==> config.mk <==
export PLATFORM = sky130hd
export DESIGN_NAME = can_irq_unit
export DESIGN_NICKNAME = d
export VERILOG_FILES = /design/src/rtl/can_irq_pkg.sv /design/src/rtl/can_irq_edge.sv /design/src/rtl/can_irq_flags.sv /design/src/rtl/can_irq_unit.sv
export SDC_FILE = /design/constraint.sdc
export NUM_CORES = 1
export LEC_CHECK = 0
export BUFFER_PORTS_ARGS = -buffer_cell sky130_fd_sc_hd__buf_2
export CAP_MARGIN = 20
export CORE_MARGIN = 4
export CORE_UTILIZATION = 46
export CTS_CLUSTER_SIZE = 16
export DETAILED_ROUTE_END_ITERATION = 6
export PLACE_DENSITY = 0.82
export REMOVE_ABC_BUFFERS = 1
export SYNTH_ARGS = -nofsm -noshare
export SYNTH_HDL_FRONTEND = slang
export SYNTH_SLANG_ARGS = --single-unit
==> constraint.sdc <==
create_clock -name clk -period 1.9 [get_ports clk]
set_input_delay 0.19 -clock clk [delete_from_list [all_inputs] [get_ports clk]]
set_output_delay 0.19 -clock clk [all_outputs]
set_load 0.03 [all_outputs]
==> src/rtl/can_irq_pkg.sv <==
package can_irq_pkg;
  localparam int NFLAG     = 8;
  localparam int ADDR_W    = 5;
  localparam int DATA_W    = 8;
  localparam logic [ADDR_W-1:0] FLAG_ADDR = 5'd3;
  localparam logic [ADDR_W-1:0] EN_ADDR   = 5'd4;
  // bit positions within flag and enable registers
  localparam int B_BUSERR = 7;
  localparam int B_ARB    = 6;
  localparam int B_EPASS  = 5;
  localparam int B_WAKE   = 4;
  localparam int B_DOVR   = 3;
  localparam int B_EWARN  = 2;
  localparam int B_TX     = 1;
  localparam int B_RX     = 0;
endpackage

==> src/rtl/can_irq_edge.sv <==
// Per-bit change detector: rising edge, or any change where ANY_CHG bit is 1.
module can_irq_edge #(
  parameter int W = 4,
  parameter logic [W-1:0] ANY_CHG = '0
) (
  input  logic         clk,
  input  logic [W-1:0] lvl,
  output logic [W-1:0] evt
);
  logic [W-1:0] hist_q;

  // history follows the input even in reset, so no false edge afterwards
  always_ff @(posedge clk) hist_q <= lvl;

  for (genvar i = 0; i < W; i++) begin : g_bit
    if (ANY_CHG[i]) begin : g_any
      assign evt[i] = lvl[i] ^ hist_q[i];
    end else begin : g_rise
      assign evt[i] = lvl[i] & ~hist_q[i];
    end
  end
endmodule

==> src/rtl/can_irq_flags.sv <==
// Flag bank: sticky flags cleared by read, one level-following bit.
module can_irq_flags #(
  parameter int W      = 8,
  parameter int LVL_BIT = 0
) (
  input  logic         clk,
  input  logic         rst,
  input  logic [W-1:0] set_evt,   // for LVL_BIT this is the level itself
  input  logic [W-1:0] en,
  input  logic         rd_clr,
  input  logic         rx_release,
  output logic [W-1:0] flags
);
  logic rel_q;

  always_ff @(posedge clk) begin
    if (rst) rel_q <= 1'b0;
    else     rel_q <= rx_release;
  end

  for (genvar i = 0; i < W; i++) begin : g_flag
    if (i == LVL_BIT) begin : g_level
      assign flags[i] = set_evt[i] & en[i] & ~rel_q;
    end else begin : g_sticky
      logic f_q;
      always_ff @(posedge clk) begin
        if (rst)                      f_q <= 1'b0;
        else if (set_evt[i] && en[i]) f_q <= 1'b1;   // event beats clear
        else if (rd_clr)              f_q <= 1'b0;
      end
      assign flags[i] = f_q;
    end
  end
endmodule

==> src/rtl/can_irq_unit.sv <==
module can_irq_unit
  import can_irq_pkg::*;
(
  input  logic              clk,
  input  logic              rst,
  input  logic              bus_err_evt,
  input  logic              arb_lost_evt,
  input  logic              ep_cross_evt,
  input  logic              wake_bus_evt,
  input  logic              sleep_req_evt,
  input  logic              bus_active,
  input  logic              dovr_sts,
  input  logic              err_sts,
  input  logic              bus_sts,
  input  logic              txbuf_sts,
  input  logic              rxfifo_nonempty,
  input  logic              rx_release,
  input  logic [ADDR_W-1:0] reg_addr,
  input  logic              reg_rd,
  input  logic              reg_wr,
  input  logic [DATA_W-1:0] reg_wdata,
  output logic [DATA_W-1:0] reg_rdata,
  output logic              irq_n
);
  localparam int NLVL = 4;
  // level order into the change detector
  localparam int L_DOVR = 0;
  localparam int L_TX   = 1;
  localparam int L_ERR  = 2;
  localparam int L_BUS  = 3;
  localparam logic [NLVL-1:0] ANY_MASK = (NLVL'(1) << L_ERR) | (NLVL'(1) << L_BUS);

  logic [NFLAG-1:0] en_q;
  logic [NFLAG-1:0] flag_vec;
  logic [NFLAG-1:0] set_vec;
  logic [NLVL-1:0]  lvl_vec;
  logic [NLVL-1:0]  chg_vec;
  logic             rd_clr;
  logic             pending;

  assign lvl_vec[L_DOVR] = dovr_sts;
  assign lvl_vec[L_TX]   = txbuf_sts;
  assign lvl_vec[L_ERR]  = err_sts;
  assign lvl_vec[L_BUS]  = bus_sts;

  can_irq_edge #(.W(NLVL), .ANY_CHG(ANY_MASK)) u_edge (
    .clk (clk),
    .lvl (lvl_vec),
    .evt (chg_vec)
  );

  assign pending = |flag_vec;

  always_comb begin
    set_vec           = '0;
    set_vec[B_BUSERR] = bus_err_evt;
    set_vec[B_ARB]    = arb_lost_evt;
    set_vec[B_EPASS]  = ep_cross_evt;
    set_vec[B_WAKE]   = wake_bus_evt | (sleep_req_evt & (bus_active | pending));
    set_vec[B_DOVR]   = chg_vec[L_DOVR];
    set_vec[B_EWARN]  = chg_vec[L_ERR] | chg_vec[L_BUS];
    set_vec[B_TX]     = chg_vec[L_TX];
    set_vec[B_RX]     = rxfifo_nonempty;
  end

  assign rd_clr = reg_rd && (reg_addr == FLAG_ADDR);

  can_irq_flags #(.W(NFLAG), .LVL_BIT(B_RX)) u_flags (
    .clk        (clk),
    .rst        (rst),
    .set_evt    (set_vec),
    .en         (en_q),
    .rd_clr     (rd_clr),
    .rx_release (rx_release),
    .flags      (flag_vec)
  );

  always_ff @(posedge clk) begin
    if (rst)                                en_q <= '0;
    else if (reg_wr && reg_addr == EN_ADDR) en_q <= reg_wdata[NFLAG-1:0];
  end

  always_comb begin
    reg_rdata = '0;
    if (reg_addr == FLAG_ADDR)    reg_rdata[NFLAG-1:0] = flag_vec;
    else if (reg_addr == EN_ADDR) reg_rdata[NFLAG-1:0] = en_q;
  end

  assign irq_n = ~pending;
endmodule

### Word level (Yosys, flattened, before mapping)

Cells that the tools add are included.

* bits in registers: 20
* input port bits: 29
* output and inout port bits: 9
* logic and storage cells: 53

* equal/unequal tests: 2
* multiplexer cells: 10
* bitwise gates (word level): 14
* reduce and logical (&&, ||, !) cells: 17

Operators by type and width (number)
* 8-bit two-way mux: 2
* 2-bit nonzero test: 7
* 1-bit logical AND: 9
* 1-bit two-way mux: 8
* 8-bit OR reduction: 1
* 1-bit AND: 5
* 5-bit by 2-bit equality test with 1-bit output (second input constant): 1
* 5-bit by 3-bit equality test with 1-bit output (second input constant): 1
* 1-bit inverter: 4
* 1-bit OR: 3
* 1-bit XOR: 2

### Logic depth before layout (Yosys ltp)

* depth after elaboration: 8
* mapped depth: 4
* gate-level depth less buffers: 3

### By module

A second synthesis with hierarchy kept.

* cells, all modules: 104
* area total of the unflattened synthesis: 984.7 µm²

Modules (own cells, without submodules)
* can_irq_unit: instances 1, cells each 56, area each 538.0 µm², seq. area each 160.2 µm²
* can_irq_flags: instances 1, cells each 40, area each 336.6 µm², seq. area each 160.2 µm²
* can_irq_edge: instances 1, cells each 8, area each 110.1 µm², seq. area each 80.1 µm²

### Worst setup path after synthesis

OpenSTA, ideal clock, no wires.

* path kind: in2out
* from: input reg_addr[4]
* to: output reg_rdata[1]
* data arrival time: 1.467 ns
* required time: 1.710 ns
* path slack: 0.243 ns
* cell stages on the path: 4
* path buffers: 1
* cells stage by stage: or2_1 > buf_6 > nor3_1 > a22o_1

* cells in the longest elaborated chain, start to end: 3
* elaborated cells on any way between the ends: 4
* those cells by class: eq/ne: 2; mux: 2

Ends and longest elaborated chain
* start, declared: line can_irq_unit.sv:18 `input logic [ADDR_W-1:0] reg_addr,`
* 5-bit by 3-bit equality test with 1-bit output: line can_irq_unit.sv:86 `else if (reg_addr == EN_ADDR) reg_rdata[NFLAG-1:0] = en_q;`
* 8-bit two-way mux: line can_irq_unit.sv:86
* 8-bit two-way mux *: line can_irq_unit.sv:85 `if (reg_addr == FLAG_ADDR) reg_rdata[NFLAG-1:0] = flag_vec;`
* end, declared: line can_irq_unit.sv:22 `output logic [DATA_W-1:0] reg_rdata,`

Mark *: on every way between the ends. The rest lies on a longest branch, timed or not.

### Worst setup path in the final report

* from: input reg_addr[4]
* to: output reg_rdata[0]

Same word-level chain as after synthesis.

==> out/qor.csv <==
metric,value,unit
drcViolationCount,0,
dr_total_vias,836,
syn_area,917,um2
fillers,170,
clk_pin_slew,0.10,ns
cts_tree,yes,
hold_violations,0,
instances_no_fill,162,
slew_headroom,0.761,
firstDrtPassIters,4,
p_leak,0.505,nW
syn_to_final_growth,29.5,%
cts_buffers,3,
crit_path_cell_trace,"buf_2, or2_1, nor4b_2, buf_4, a22o_1, buf_2",
dieArea,2770,um2
hold_path_class,input pin to register,
die_h,52.7,um
wl_per_cell,12.8,um
skew,0.00234,ns
postCtsSetupBuffers,0,
clock_path_buffers,2,
final_antenna_net_count,0,
port_buffers,37,
synth-seq-cells,20,
end_kind,primary output,
crit_slowest_cell,or2_1,
drive_gt1_frac,0.343,
r2r_start,u_flags.g_flag[7].g_sticky.f_q,
critPathMaxStageDelay,0.35,ns
maxSlewViolCount,0,
hpwl,1590,um
cpMostUsedCell,buf_2,
grt_usage,0.160,
multi_input_area,498,um2
nNetsFinal,168,
area.sequential,400,um2
yosysWarnings,0,
cap_violations,0,
tightest_slew,0.359,ns
fin_setup_tns,0,ns
n_antenna_cell,0,
viasPerCell,5.16,
startpoint_type,input pin,
initial_core_util,0.509,
status,"complete, no violations",
placementRows,15,
grt_max_degree,25,
max_freq,611,MHz
grt_remaining_overflow,0,
clk_latency,0.29,ns
first_global_vias,807,
finalCritPeriodShare,0.861,
power_density,587,nW/um2
rsz0062_at_grt,no,
syn_area_per_cell,9.76,um2
crit_arrival,1.45,ns
die_w,52.7,um
ir_drop,0.384,mV
synth_cell_types,23,
crit_type,input pin to primary output,
grt_pass1_wl,3350,um
crit_fanout,10,
ys_seq_area_frac,0.437,
min-delay-start,err_sts,
gp_congestion,0.797,
crit_start,reg_addr[4],
numPlacedInstances,157,
core,1800,um2
syn-instance-count,94,
wl,2070,um
h-tree-depth,1,
period_minus_slack,1.64,ns
setup_viol,0,
io_pins,38,
cts_root_buf,clkbuf_4,
clkSinkCount,20,
drtIter0Drc,16,
cp_data_required_time,1.71,ns
antenna_found_initial,0,
-- power breakdown --
part / total [mW] / leakage (nW) / internal [mW] / switching [mW]
clock network: 0.193 / 0.0138 / 0.0738 / 0.119
registers: 0.430 / 0.163 / 0.427 / 0.00301
logic: 0.0742 / 0.328 / 0.0404 / 0.0338
-- cells in the final DEF, fill, tap and decap left out, types with 2 or more instances in the layout --
cell type / n
a21oi_1: 6
a22o_1: 8
buf_2: 37
buf_4: 4
clkbuf_4: 3
dfxtp_1: 20
dlygate4sd3_1: 2
mux2i_1: 7
nand2_1: 8
nand2b_1: 14
nand3b_1: 2
nor2b_1: 4
nor3_1: 2
o21ai_0: 8
xor2_1: 2
-- worst paths after layout --
kind	end	slack, ns	cells past startpoint
setup / recovery	reg_rdata[0]	0.26	6
hold / removal	u_edge.hist_q[2]	0.01	1
setup reg to reg	u_flags.g_flag[4].g_sticky.f_q	0.77	3
hold reg to reg	u_flags.g_flag[7].g_sticky.f_q	0.49	2
-- final cells by class --
cell class,instances,share of cell area
Clock buffer,3,0.0190
Multi-Input combinational cell,71,0.419
Sequential cell,20,0.337
Tap cell,25,0.0263
Timing Repair Buffer,43,0.198
-- critical path: cells and delay by family --
kind / cells / cell delay (ns)
buf+inv: 3 / 0.48
compound gates: 1 / 0.14
simple gates: 2 / 0.63
-- kinds of logic (layout without fill, tap and decap cells) --
kind of cell | count (synthesis) | count (layout) | synth area share
buffers and inverters | 3 | 46 | 0.0205
DFF | 20 | 20 | 0.437
and+or+nand+nor | 38 | 38 | 0.270
xor gates and xnor gates | 2 | 2 | 0.0191
AOI/OAI and AO/OA | 23 | 23 | 0.161
muxes | 8 | 8 | 0.0928
-- repair_timing --
item | in CTS | in global routing
hold endpoints to repair | 1 | 1
hold buffers | 1 | 1
resized for setup | 0 | 0
-- state kept, by name, indices dropped and copies added, names as in the netlist --
| signal | flops |
|---|---|
| en_q | 8 |
| u_flags.g_flag.g_sticky.f_q | 7 |
| u_edge.hist_q | 4 |
| u_flags.rel_q | 1 |
-- per-stage QoR --
| stage | utilization | setup slack [ns] | power, mW | hold WS [ns] | area, um2 |
|---|---|---|---|---|---|
| CTS | 0.653 | 0.261 | 0.704 | 0.000257 | 1180 |
| global placement | 0.635 | 0.293 | 0.508 | 0.308 | 1140 |
| detailed placement | 0.635 | 0.268 | 0.511 | 0.309 | 1140 |
| global route | 0.659 | 0.154 | 0.730 | 0.00759 | 1190 |
| floorplan | - | 0.241 | 0.466 | 0.218 | 898 |
| finish | 0.659 | 0.264 | 0.697 | 0.0131 | 1190 |
-- synthesized netlist by cell type, drive strengths merged --
cell type,count,area share
xor2,2,0.019
nand3b,2,0.016
dfxtp,20,0.44
nor4bb,1,0.011
mux2i,7,0.076
o211ai,1,0.0082
a21oi,6,0.033
nand4b,1,0.0096
buf,1,0.012
mux2,1,0.016
nand2,8,0.033
clkbuf,2,0.0082
and3b,1,0.0096
a22o,8,0.076
o21ai,8,0.044
or2,1,0.0068
nand2b,14,0.095
nor3,2,0.011
nor4,2,0.030
nor4b,1,0.016
nor2,1,0.0041
nor2b,4,0.027
-- metal layers --
layer  global-route usage  vias up  part of all wire
li1                     -      424                 -
met1                0.193      387              0.42
met2                0.275       21              0.51
met3               0.0228        4             0.056
met4               0.0766        0             0.016
met5                    0        -                 0
(Power assumes the default switching activity.)
